`src/rtl/bscan_pkg.sv`:
```
package bscan_pkg;
  // Cells per pin kind and each cell's offset within its pin
  localparam int GP_CELLS  = 3;
  localparam int MEM_CELLS = 2;
  localparam int GP_IN     = 0;
  localparam int GP_OUT    = 1;
  localparam int GP_OE     = 2;
  localparam int MEM_IO    = 0;
  localparam int MEM_OE    = 1;

  function automatic int chain_len(int ng, int nc, int nm);
    return ng * GP_CELLS + nc + nm * MEM_CELLS;
  endfunction

  function automatic int cfg_base(int ng);
    return ng * GP_CELLS;
  endfunction

  function automatic int mem_base(int ng, int nc);
    return ng * GP_CELLS + nc;
  endfunction
endpackage

```
`src/rtl/bscan_obs_cell.sv`:
```
// Observe-only cell: a capture/shift flop, no update stage
module bscan_obs_cell (
  input  logic clk,
  input  logic rst,
  input  logic clk_dr,
  input  logic shift,
  input  logic par_in,
  input  logic ser_in,
  output logic cap_q
);
  always_ff @(posedge clk) begin
    if (rst)
      cap_q <= 1'b0;
    else if (clk_dr)
      cap_q <= shift ? ser_in : par_in;
  end
endmodule

```
`src/rtl/bscan_drv_cell.sv`:
```
// Driving cell: capture/shift flop, update flop and pad-side mode mux
module bscan_drv_cell (
  input  logic clk,
  input  logic rst,
  input  logic clk_dr,
  input  logic shift,
  input  logic upd_dr,
  input  logic extest,
  input  logic par_in,
  input  logic ser_in,
  input  logic core_val,
  output logic cap_q,
  output logic pad_val
);
  logic upd_q;

  always_ff @(posedge clk) begin
    if (rst) begin
      cap_q <= 1'b0;
      upd_q <= 1'b0;
    end else begin
      if (clk_dr)
        cap_q <= shift ? ser_in : par_in;
      if (upd_dr)
        upd_q <= cap_q;
    end
  end

  assign pad_val = extest ? upd_q : core_val;
endmodule

```
`src/rtl/bscan_gpio_pin.sv`:
```
// General-purpose pin: observe cell for the input, driving cells for value and enable
module bscan_gpio_pin
  import bscan_pkg::*;
(
  input  logic                clk,
  input  logic                rst,
  input  logic                clk_dr,
  input  logic                shift,
  input  logic                upd_dr,
  input  logic                extest,
  input  logic [GP_CELLS-1:0] ser_in,
  output logic [GP_CELLS-1:0] cap_q,
  input  logic                core_out,
  input  logic                core_oe,
  input  logic                pad_in,
  output logic                pad_out,
  output logic                pad_oe
);
  bscan_obs_cell u_in (
    .clk(clk), .rst(rst), .clk_dr(clk_dr), .shift(shift),
    .par_in(pad_in), .ser_in(ser_in[GP_IN]), .cap_q(cap_q[GP_IN])
  );

  bscan_drv_cell u_out (
    .clk(clk), .rst(rst), .clk_dr(clk_dr), .shift(shift),
    .upd_dr(upd_dr), .extest(extest),
    .par_in(core_out), .ser_in(ser_in[GP_OUT]), .core_val(core_out),
    .cap_q(cap_q[GP_OUT]), .pad_val(pad_out)
  );

  bscan_drv_cell u_oe (
    .clk(clk), .rst(rst), .clk_dr(clk_dr), .shift(shift),
    .upd_dr(upd_dr), .extest(extest),
    .par_in(core_oe), .ser_in(ser_in[GP_OE]), .core_val(core_oe),
    .cap_q(cap_q[GP_OE]), .pad_val(pad_oe)
  );
endmodule

```
`src/rtl/bscan_mem_pin.sv`:
```
// Memory-interface pin: a shared data cell and an enable cell.
// In external-test mode the data cell keeps its own content on capture.
module bscan_mem_pin
  import bscan_pkg::*;
(
  input  logic                 clk,
  input  logic                 rst,
  input  logic                 clk_dr,
  input  logic                 shift,
  input  logic                 upd_dr,
  input  logic                 extest,
  input  logic [MEM_CELLS-1:0] ser_in,
  output logic [MEM_CELLS-1:0] cap_q,
  input  logic                 core_out,
  input  logic                 core_oe,
  input  logic                 pad_in,
  output logic                 pad_out,
  output logic                 pad_oe
);
  logic io_par;

  assign io_par = extest ? cap_q[MEM_IO] : pad_in;

  bscan_drv_cell u_io (
    .clk(clk), .rst(rst), .clk_dr(clk_dr), .shift(shift),
    .upd_dr(upd_dr), .extest(extest),
    .par_in(io_par), .ser_in(ser_in[MEM_IO]), .core_val(core_out),
    .cap_q(cap_q[MEM_IO]), .pad_val(pad_out)
  );

  bscan_drv_cell u_oe (
    .clk(clk), .rst(rst), .clk_dr(clk_dr), .shift(shift),
    .upd_dr(upd_dr), .extest(extest),
    .par_in(core_oe), .ser_in(ser_in[MEM_OE]), .core_val(core_oe),
    .cap_q(cap_q[MEM_OE]), .pad_val(pad_oe)
  );
endmodule

```
`src/rtl/bscan_chain.sv`:
```
module bscan_chain
  import bscan_pkg::*;
#(
  parameter int N_GPIO = 2,
  parameter int N_CFG  = 2,
  parameter int N_MEM  = 2
) (
  input  logic              clk,
  input  logic              rst,
  input  logic              capture_dr,
  input  logic              shift_dr,
  input  logic              update_dr,
  input  logic              extest,
  input  logic              tdi,
  output logic              tdo,
  input  logic [N_GPIO-1:0] core_gpio_out,
  input  logic [N_GPIO-1:0] core_gpio_oe,
  input  logic [N_GPIO-1:0] pad_gpio_in,
  output logic [N_GPIO-1:0] pad_gpio_out,
  output logic [N_GPIO-1:0] pad_gpio_oe,
  input  logic [N_CFG-1:0]  pad_cfg_in,
  input  logic [N_MEM-1:0]  core_mem_out,
  input  logic [N_MEM-1:0]  core_mem_oe,
  input  logic [N_MEM-1:0]  pad_mem_in,
  output logic [N_MEM-1:0]  pad_mem_out,
  output logic [N_MEM-1:0]  pad_mem_oe
);
  localparam int LEN      = chain_len(N_GPIO, N_CFG, N_MEM);
  localparam int CFG_BASE = cfg_base(N_GPIO);
  localparam int MEM_BASE = mem_base(N_GPIO, N_CFG);

  // cap_q[0] faces tdo, serial data moves from high index toward 0
  logic [LEN-1:0] cap_q;
  logic [LEN-1:0] ser_vec;

  assign ser_vec = {tdi, cap_q[LEN-1:1]};
  assign tdo     = cap_q[0];

  for (genvar g = 0; g < N_GPIO; g++) begin : g_gpio
    bscan_gpio_pin u_pin (
      .clk     (clk),
      .rst     (rst),
      .clk_dr  (capture_dr),
      .shift   (shift_dr),
      .upd_dr  (update_dr),
      .extest  (extest),
      .ser_in  (ser_vec[g*GP_CELLS +: GP_CELLS]),
      .cap_q   (cap_q[g*GP_CELLS +: GP_CELLS]),
      .core_out(core_gpio_out[g]),
      .core_oe (core_gpio_oe[g]),
      .pad_in  (pad_gpio_in[g]),
      .pad_out (pad_gpio_out[g]),
      .pad_oe  (pad_gpio_oe[g])
    );
  end

  for (genvar c = 0; c < N_CFG; c++) begin : g_cfg
    bscan_obs_cell u_cell (
      .clk   (clk),
      .rst   (rst),
      .clk_dr(capture_dr),
      .shift (shift_dr),
      .par_in(pad_cfg_in[c]),
      .ser_in(ser_vec[CFG_BASE+c]),
      .cap_q (cap_q[CFG_BASE+c])
    );
  end

  for (genvar m = 0; m < N_MEM; m++) begin : g_mem
    bscan_mem_pin u_pin (
      .clk     (clk),
      .rst     (rst),
      .clk_dr  (capture_dr),
      .shift   (shift_dr),
      .upd_dr  (update_dr),
      .extest  (extest),
      .ser_in  (ser_vec[MEM_BASE+m*MEM_CELLS +: MEM_CELLS]),
      .cap_q   (cap_q[MEM_BASE+m*MEM_CELLS +: MEM_CELLS]),
      .core_out(core_mem_out[m]),
      .core_oe (core_mem_oe[m]),
      .pad_in  (pad_mem_in[m]),
      .pad_out (pad_mem_out[m]),
      .pad_oe  (pad_mem_oe[m])
    );
  end
endmodule

```
`config.mk`:
```
export PLATFORM = sky130hd
export DESIGN_NAME = bscan_chain
export DESIGN_NICKNAME = d
export VERILOG_FILES = /design/src/rtl/bscan_pkg.sv /design/src/rtl/bscan_obs_cell.sv /design/src/rtl/bscan_drv_cell.sv /design/src/rtl/bscan_gpio_pin.sv /design/src/rtl/bscan_mem_pin.sv /design/src/rtl/bscan_chain.sv
export SDC_FILE = /design/constraint.sdc
export NUM_CORES = 1
export LEC_CHECK = 0
export CAP_MARGIN = 5
export CORE_MARGIN = 1
export CORE_UTILIZATION = 51
export CTS_BUF_LIST = sky130_fd_sc_hd__clkbuf_8
export DETAILED_ROUTE_END_ITERATION = 12
export PLACE_DENSITY = 0.87
export SLEW_MARGIN = 15
export SYNTH_ARGS = -nofsm -noshare
export SYNTH_HDL_FRONTEND = slang
export SYNTH_SLANG_ARGS = --single-unit
```
`constraint.sdc`:
```
create_clock -name clk -period 2.46 [get_ports clk]
set_clock_uncertainty 0.1 [all_clocks]
set_input_delay 0.615 -clock clk [delete_from_list [all_inputs] [get_ports clk]]
set_output_delay 0.615 -clock clk [all_outputs]
set_load 0.02 [all_outputs]
```
==> results.py, run 1 <==
metrics = {
    "outcome": {
        "outcome": "finished, final reports clean",
    },
    "synthesis": {
        "ys_ff_latch": 20,
        "synth_nets": 118,
        "ys_types": 13,
        "yosysWarningCount": 0,
        "synth_seq_area_share": 0.407,
        "syn_area_per_cell_um2": 10.2,
        "syn_inst": 97,
        "synth_area_um2": 985,
    },
    "clock_tree": {
        "clockBufferDepth": 2,
        "cts_buffers": 3,
        "cts_setup_buffers": 0,
        "holdBufCountCts": 0,
        "cts_tree": "yes",
        "clk_latency_ns": 0.25,
        "htreeDepth": 1,
        "root_buffer": "clkbuf_8",
        "cts.reportedPaths.clkPinSlew_ns": 0.07,
        "cts_sinks": 20,
    },
    "placement": {
        "io_buffers": 29,
        "place_congestion": 0.673,
        "pre_cts_slack_ns": -0.404,
        "dp_hpwl_mm": 1.41,
        "dp_cells": 139,
    },
    "setup_path": {
        "critPathTopFamily": "buffers and inverters",
        "critPathMaxStageDelay_ns": 0.44,
        "crit_buf_inv": 2,
        "start_kind": "input port",
        "crit_path_end_kind": "output pin",
        "critical_path_class": "in2out",
        "crit_fanout": 2,
        "slowest_stage": "clkdlybuf4s50_1",
        "cp_cell_sequence": "clkdlybuf4s50_1, mux2_2, buf_2",
        "crit_required_ns": 1.75,
        "arrival_ns": 1.49,
    },
    "route": {
        "vias_per_cell": 5.44,
        "wl_mm": 2.22,
        "drt-initial-drc-count": 18,
        "drc": 0,
        "ant_nets": 0,
        "vias": 783,
        "firstDrtPassIters": 4,
        "wl_per_cell_um": 15.4,
    },
    "layout": {
        "nets": 141,
        "finalNonFillerCells": 144,
        "antenna_cells": 0,
        "final_util": 0.718,
        "drive_above_1_share": 0.210,
        "final.fill_count": 136,
        "syn_to_final_growth_pct": 28.7,
    },
    "floorplan": {
        "die-width_um": 45.9,
        "die_area_um2": 2110,
        "ioPinCount": 30,
        "die_h_um": 45.9,
        "start_util": 0.558,
        "row_count": 15,
        "core_area_um2": 1760,
    },
    "power_and_ir_drop": {
        "swShare": 0.224,
        "finalPower_mw": 0.822,
        "switching_power_mw": 0.185,
        "clkPwrFrac": 0.391,
        "p_leak_nw": 0.557,
        "power_density_nw_per_um2": 649,
        "p_seq_frac": 0.434,
        "peakVddDrop_mv": 0.417,
        "comb_power_share": 0.175,
        "p_int_mw": 0.638,
    },
    "sta": {
        "finalHoldViolations": 0,
        "setup_ws_ns": 0.253,
        "relSlewSlack": 0.512,
        "period_minus_slack_ns": 2.21,
        "finalSetupViolCount": 0,
        "drv_slew": 0,
        "worstMarginPinSlew_ns": 0.730,
        "rsz0062_at_grt": "no",
        "holdWs_ns": 0.393,
        "min_period_over_period": 0.897,
        "fmax_ghz": 0.453,
    },
    "global_routing": {
        "grt_busiest_layer": "met2",
        "grt_max_degree": 25,
        "grt_use_met2": 0.389,
        "grtUsageTotal": 0.227,
        "antenna_found_initial": 0,
        "met3_usage": 0.0357,
        "met1_usage": 0.270,
        "grt_overflow": 0,
        "first_global_vias": 729,
        "grt_pass1_wl_mm": 3.36,
    },
    "worst_hold_path": {
        "hp-class": "reg2reg",
    },
    "job": {
        "maxCapViolations": 0,
    },
}
## logic make-up (layout without fill, tap and decap cells)
logic type	count (synthesis)	after routing	synth area share
buf+inv	16	38	0.119
simple gates	19	19	0.0750
flops	20	20	0.407
compound gates	14	14	0.104
mux	28	28	0.295
## flip-flops by register name (all words and copies together) (netlist names)
signal / cells
g_mem.u_pin.u_oe.cap_q: 2
g_gpio.u_pin.u_oe.upd_q: 2
g_gpio.u_pin.u_out.cap_q: 2
g_mem.u_pin.u_io.cap_q: 2
g_mem.u_pin.u_oe.upd_q: 2
g_cfg.u_cell.cap_q: 2
g_gpio.u_pin.u_out.upd_q: 2
g_mem.u_pin.u_io.upd_q: 2
g_gpio.u_pin.u_in.cap_q: 2
g_gpio.u_pin.u_oe.cap_q: 2
## final cells by class
type                            instances  area, µm²  area share
Clock buffer                            3       41.3      0.0326
Sequential cell                        20        400       0.316
Timing Repair Buffer                   34        298       0.235
Multi-Input combinational cell         61        467       0.368
Tap cell                               25       31.3      0.0247
Clock inverter                          1       30.0      0.0237
## cells in the mapped netlist
library cell  number  share of area
dfxtp_1           20           0.41
mux2i_1           20           0.20
nor2_1            18          0.069
a211oi_1          10          0.076
buf_4              8          0.061
mux2_2             8          0.091
buf_2              3          0.015
clkbuf_1           3          0.011
a21oi_1            2          0.010
a311oi_1           2          0.018
buf_12             1          0.020
buf_6              1          0.011
nand2b_1           1         0.0064
## cells in the final DEF (no fill, tap or decap), types with 2 or more instances in the layout
cell and count:
mux2i_1 20, dfxtp_1 20, clkdlybuf4s50_1 20, nor2_1 18, a211oi_1 10, mux2_2 8
buf_2 8, clkbuf_8 3, buf_4 3, a21oi_1 2, a311oi_1 2, buf_6 2
## timing repair
action	4_1_cts	5_1_grt
resized for setup	33	3
cloned	0	1
setup endpoints to repair	8	8
endpoints found under the hold margin	0	0
## per-layer routing
layer	up-vias	part of all wire	wire length [µm]
li1	380	-	-
met1	374	0.41	905
met2	27	0.54	1190
met3	2	0.049	108
met4	0	0.0045	10
met5	-	0	0
## power by group through the flow
stage	Sequential [mW]	Clock [mW]	Combinational, mW
3_5_place_dp	0.364	0	0.146
3_3_place_gp	0.362	0	0.144
4_1_cts	0.357	0.326	0.141
5_1_grt	0.359	0.346	0.154
2_1_floorplan	0.361	0	0.0973
6_report	0.357	0.322	0.144
## worst paths after layout
| check | startpoint | to | slack, ns | depth (start not counted) |
|---|---|---|---|---|
| max | core_mem_oe[1] | pad_mem_oe[1] | 0.25 | 3 |
| min | g_gpio[1].u_pin.u_out.upd_q | g_gpio[1].u_pin.u_out.upd_q | 0.39 | 2 |
| min reg2reg | g_gpio[1].u_pin.u_out.upd_q | g_gpio[1].u_pin.u_out.upd_q | 0.39 | 2 |
| max reg2reg | g_mem[0].u_pin.u_oe.cap_q | g_mem[0].u_pin.u_io.cap_q | 1.52 | 2 |
## tightest hold or removal path, cell delays in order (launching register included)
cell and delay [ns]:
dfxtp_1 0.32, mux2i_1 0.07, nor2_1 0.07
## stage by stage
step,setup TNS (ns),cell area [µm²]
after floorplan,0,985
after global placement,-3.01,1220
after detailed placement,-3.13,1220
after CTS,-0.00836,1250
after global routing,0,1270
final,0,1270
Power figures use the tool's default switching activity.
==> run 2, diff against run 1 <==
--- a/config.mk
+++ b/config.mk
@@ -5,12 +5,14 @@
 export SDC_FILE = /design/constraint.sdc
 export NUM_CORES = 1
 export LEC_CHECK = 0
+export ABC_AREA = 0
 export CAP_MARGIN = 5
 export CORE_MARGIN = 1
-export CORE_UTILIZATION = 51
+export CORE_UTILIZATION = 48
 export CTS_BUF_LIST = sky130_fd_sc_hd__clkbuf_8
+export CTS_CLUSTER_SIZE = 10
 export DETAILED_ROUTE_END_ITERATION = 12
-export PLACE_DENSITY = 0.87
+export PLACE_DENSITY = 0.83
 export SLEW_MARGIN = 15
 export SYNTH_ARGS = -nofsm -noshare
 export SYNTH_HDL_FRONTEND = slang
==> run 2 against run 1 <==
Effect of this change:
- total power decreased by 8.4%
- largest cell class unchanged
- critical endpoint is now pad_mem_oe[0]
- combinational power up 3%
- maximum frequency decreased by 3.5%
- clock-buffer cell count increased by 1
- core utilization fell by 5.4 points
- final cell count increased by 3.5%
- clock power fell by 23%
==> results.py, run 2 (same netlist as run 1, synthesis figures left out) <==
metrics = {
    "layout": {
        "syn_to_final_growth_pct": 31.0,
        "antenna_cells": 0,
        "final_util": 0.664,
        "drive_above_1_share": 0.230,
        "nets": 144,
        "finalNonFillerCells": 149,
        "mostFrequentLayoutCells": "mux2i_1, dfxtp_1, clkdlybuf4s50_1, nor2_1, a211oi_1",
    },
    "power_and_ir_drop": {
        "peakVddDrop_mv": 0.515,
        "power_density_nw_per_um2": 584,
        "p_leak_nw": 0.555,
        "finalPower_mw": 0.753,
    },
    "setup_path": {
        "critical_path_class": "in2out",
        "crit_fanout": 4,
        "regToRegSetupSlack_ns": 1.53,
        "arrival_ns": 1.57,
        "start_kind": "input port",
        "crit_required_ns": 1.75,
        "crit_path_end_kind": "output pin",
    },
    "clock_tree": {
        "holdBufCountCts": 0,
        "cts.reportedPaths.clkPinSlew_ns": 0.07,
        "root_buffer": "clkbuf_8",
        "clk_latency_ns": 0.26,
        "cts_buffers": 3,
        "cts_tree": "yes",
        "htreeDepth": 1,
        "clockBufferDepth": 2,
        "cts_sinks": 20,
    },
    "global_routing": {
        "grtUsageTotal": 0.220,
        "grt_pass1_wl_mm": 3.32,
        "first_global_vias": 729,
        "antenna_found_initial": 0,
        "grt_max_degree": 25,
        "grt_overflow": 0,
    },
    "route": {
        "drc": 0,
        "vias_per_cell": 5.28,
        "firstDrtPassIters": 4,
        "vias": 787,
        "wl_per_cell_um": 14.2,
        "drt-initial-drc-count": 8,
        "wl_mm": 2.11,
        "ant_nets": 0,
    },
    "placement": {
        "dp_hpwl_mm": 1.50,
        "io_buffers": 29,
        "dp_cells": 145,
        "place_congestion": 0.685,
        "pre_cts_slack_ns": -0.420,
    },
    "sta": {
        "finalSetupViolCount": 0,
        "relSlewSlack": 0.522,
        "worstMarginPinSlew_ns": 0.715,
        "period_minus_slack_ns": 2.29,
        "drv_slew": 0,
        "finalHoldViolations": 0,
        "setup_ws_ns": 0.172,
        "fmax_ghz": 0.437,
        "rsz0062_at_grt": "no",
        "min_period_over_period": 0.930,
    },
    "floorplan": {
        "die_h_um": 47.3,
        "ioPinCount": 30,
        "row_count": 16,
        "start_util": 0.507,
        "die_area_um2": 2240,
        "core_area_um2": 1940,
        "die-width_um": 47.3,
    },
    "job": {
        "maxCapViolations": 0,
    },
    "worst_hold_path": {
        "hp-class": "reg2reg",
    },
    "outcome": {
        "outcome": "finished, final reports clean",
    },
}
## run 2: cell count changes in the layout (fill, tap and decap cells not counted)
cell and change:
buf_2 -4, buf_4 +5, buf_6 -1, bufinv_16 -1, clkbuf_8 +1, clkdlybuf4s15_2 +3
dlygate4sd2_1 +1, dlymetal6s2s_1 -1
## run 2: power by group
part           internal (mW)  total (mW)  switching, mW
logic                 0.0818       0.148         0.0660
clock network          0.142       0.249          0.106
registers              0.344       0.357         0.0129
## run 2: routing by layer
layer	part of all wire	global-route usage	up-vias	wire length (µm)
li1	-	-	385	-
met1	0.43	0.276	378	902
met2	0.53	0.367	20	1110
met3	0.032	0.0346	4	67
met4	0.014	0.103	0	30
met5	0	0	-	0
## run 2: worst max-delay path: stages
cell             delay, ns
dlygate4sd2_1         0.23
buf_4                 0.15
mux2_2                0.32
clkdlybuf4s15_2       0.25
## run 2: final cells by class
| type | instances | area [µm²] |
|---|---|---|
| Tap cell | 27 | 33.8 |
| Fill cell | 166 | 652 |
| Multi-Input combinational cell | 61 | 467 |
| Clock buffer | 4 | 55.1 |
| Sequential cell | 20 | 400 |
| Timing Repair Buffer | 37 | 334 |
## run 2: final timing paths
path,startpoint,end,cells past startpoint
worst min-delay path,g_gpio[1].u_pin.u_out.upd_q,g_gpio[1].u_pin.u_out.upd_q,2
worst max register to register,g_mem[0].u_pin.u_oe.cap_q,g_mem[0].u_pin.u_io.cap_q,2
worst min register to register,g_gpio[1].u_pin.u_out.upd_q,g_gpio[1].u_pin.u_out.upd_q,2
worst max-delay path,extest,pad_mem_oe[0],4
## run 2: per-stage QoR
step / setup TNS, ns / area (µm²) / hold slack (ns)
6_report: 0 / 1290 / 0.394
2_1_floorplan: 0 / 985 / 0.354
4_1_cts: 0 / 1290 / 0.397
5_1_grt: 0 / 1290 / 0.434
3_5_place_dp: -3.07 / 1250 / 0.381
3_3_place_gp: -2.80 / 1250 / 0.373
## run 2: what timing repair did
| action | in CTS | in global routing |
|---|---|---|
| buffers inserted | 0 | 0 |
| endpoints found under the setup margin | 8 | 0 |
| resized for setup | 32 | 0 |
==> run 3, diff against run 2 <==
--- a/config.mk
+++ b/config.mk
@@ -7,12 +7,11 @@
 export LEC_CHECK = 0
 export ABC_AREA = 0
 export CAP_MARGIN = 5
-export CORE_MARGIN = 1
-export CORE_UTILIZATION = 48
+export CORE_UTILIZATION = 43
 export CTS_BUF_LIST = sky130_fd_sc_hd__clkbuf_8
 export CTS_CLUSTER_SIZE = 10
 export DETAILED_ROUTE_END_ITERATION = 12
-export PLACE_DENSITY = 0.83
+export PLACE_DENSITY = 0.78
 export SLEW_MARGIN = 15
 export SYNTH_ARGS = -nofsm -noshare
 export SYNTH_HDL_FRONTEND = slang
==> constraint.sdc (replaced) <==
create_clock -name clk -period 1.9 [get_ports clk]
set_clock_uncertainty 0.1 [all_clocks]
set_input_delay 0.475 -clock clk [delete_from_list [all_inputs] [get_ports clk]]
set_output_delay 0.475 -clock clk [all_outputs]
set_load 0.02 [all_outputs]
==> run 3 against run 2 <==
Effect of this change:
- die area rose by 11%
- non-clock buffer count unchanged
- combinational power up 38%
- sequential power grew 29%
==> results.py, run 3 (same netlist as run 1, synthesis figures left out) <==
metrics = {
    "floorplan": {
        "core_area_um2": 2060,
        "start_util": 0.478,
        "die_area_um2": 2490,
        "die_h_um": 49.9,
        "ioPinCount": 30,
        "die-width_um": 49.9,
        "row_count": 16,
    },
    "global_routing": {
        "first_global_vias": 677,
        "grtUsageTotal": 0.179,
        "grt_overflow": 0,
        "antenna_found_initial": 0,
        "grt_use_met2": 0.282,
        "met3_usage": 0.0525,
        "grt_busiest_layer": "met2",
        "met1_usage": 0.222,
        "grt_max_degree": 25,
        "grt_pass1_wl_mm": 3.27,
    },
    "clock_tree": {
        "cts_tree": "yes",
        "cts.reportedPaths.clkPinSlew_ns": 0.07,
        "cts_sinks": 20,
        "root_buffer": "clkbuf_8",
        "clk_latency_ns": 0.25,
        "cts_setup_buffers": 0,
        "cts_buffers": 3,
        "htreeDepth": 1,
        "clockBufferDepth": 2,
        "holdBufCountCts": 0,
    },
    "placement": {
        "dp_hpwl_mm": 1.34,
        "place_congestion": 0.681,
        "io_buffers": 29,
        "placed_area_um2": 1280,
    },
    "power_and_ir_drop": {
        "finalPower_mw": 0.934,
        "p_seq_frac": 0.494,
        "comb_power_share": 0.218,
        "p_int_mw": 0.703,
        "power_density_nw_per_um2": 706,
        "peakVddDrop_mv": 0.445,
        "p_leak_nw": 0.589,
        "swShare": 0.247,
        "clkPwrFrac": 0.288,
        "switching_power_mw": 0.231,
    },
    "route": {
        "ant_nets": 0,
        "vias": 756,
        "vias_per_cell": 5.11,
        "drc": 0,
        "wl_mm": 2.01,
        "drt-initial-drc-count": 8,
        "wl_per_cell_um": 13.6,
        "firstDrtPassIters": 2,
    },
    "sta": {
        "drv_slew": 0,
        "tns_ns": 0,
        "finalHoldViolations": 0,
        "fmax_ghz": 0.530,
        "finalSetupViolCount": 0,
        "worstMarginPinSlew_ns": 0.264,
        "relSlewSlack": 0.823,
        "min_period_over_period": 0.993,
        "period_minus_slack_ns": 1.89,
        "holdWs_ns": 0.386,
    },
    "layout": {
        "drive_above_1_share": 0.231,
        "nets": 144,
        "syn_to_final_growth_pct": 34.4,
        "final_util": 0.642,
        "mostFrequentLayoutCells": "mux2i_1, dfxtp_1, nor2_1, clkdlybuf4s50_1, a211oi_1",
        "antenna_cells": 0,
        "fin_area_um2": 1320,
    },
    "setup_path": {
        "crit_path_end_kind": "output pin",
        "slowest_stage": "clkdlybuf4s50_1",
        "critPathMaxStageDelay_ns": 0.43,
        "cp.depth": 3,
        "crit_required_ns": 1.32,
        "critical_path_class": "in2out",
        "critPathTopFamily": "buffers and inverters",
        "crit_buf_inv": 2,
        "rr_worst_depth": 2,
        "crit_fanout": 2,
        "cp_cell_sequence": "clkdlybuf4s50_1, mux2_2, buf_6",
        "start_kind": "input port",
        "arrival_ns": 1.31,
    },
    "job": {
        "maxCapViolations": 0,
    },
    "worst_hold_path": {
        "holdPathStages": 2,
        "hp-class": "reg2reg",
    },
    "outcome": {
        "outcome": "finished, final reports clean",
    },
}
==> run 3: changes by cell type in the layout (fill, tap and decap cells not counted), sizes merged <==
cell	before	now
buf	13	16
clkbuf	4	3
clkdlybuf4s15	3	1
clkdlybuf4s50	20	17
dlymetal6s2s	0	2
==> run 3: worst min-delay path: stages (launching register included) <==
cell      delay, ns
dfxtp_1        0.31
nor2_1         0.08
a211oi_1       0.05
==> run 3: repair_timing <==
item | CTS | global route
hold endpoints to repair | 0 | 0
cloned | 0 | 0
setup endpoints to repair | 8 | 5
resized for setup | 41 | 10
==> run 3: per-layer routing <==
| metal | vias up | part of all wire |
|---|---|---|
| met5 | - | 0 |
| met4 | 0 | 0.017 |
| met3 | 4 | 0.046 |
| met2 | 17 | 0.47 |
| met1 | 353 | 0.46 |
| li1 | 382 | - |
==> run 3: worst paths after layout <==
path                                                 start  slack [ns]                    endpoint
worst max-delay path                      core_gpio_out[1]        0.01             pad_gpio_out[1]
worst min-delay path            g_gpio[0].u_pin.u_in.cap_q        0.39  g_gpio[0].u_pin.u_in.cap_q
worst max register to register   g_mem[1].u_pin.u_oe.cap_q        0.94   g_mem[1].u_pin.u_io.cap_q
worst min register to register  g_gpio[0].u_pin.u_in.cap_q        0.39  g_gpio[0].u_pin.u_in.cap_q
==> run 3: area by class of cell <==
cell class	count	area [µm²]
repair buffers	37	378
clock buffers	3	41.3
flip-flops and latches	20	400
well taps	27	33.8
fillers	166	738
multi-input cells	61	470
==> run 3: through the flow <==
step / setup slack, ns / cells
after floorplan: 0.188 / 97
after global placement: -0.646 / 145
after detailed placement: -0.675 / 145
after CTS: 0.00219 / 148
after global routing: -0.0120 / 148
final: 0.0126 / 148
==> run 3: power by group through the flow <==
stage | clock, mW | combinational, mW | sequential (mW)
6_report | 0.269 | 0.204 | 0.461
2_1_floorplan | 0 | 0.126 | 0.468
3_5_place_dp | 0 | 0.203 | 0.470
3_3_place_gp | 0 | 0.198 | 0.469
4_1_cts | 0.275 | 0.196 | 0.461
5_1_grt | 0.293 | 0.219 | 0.463
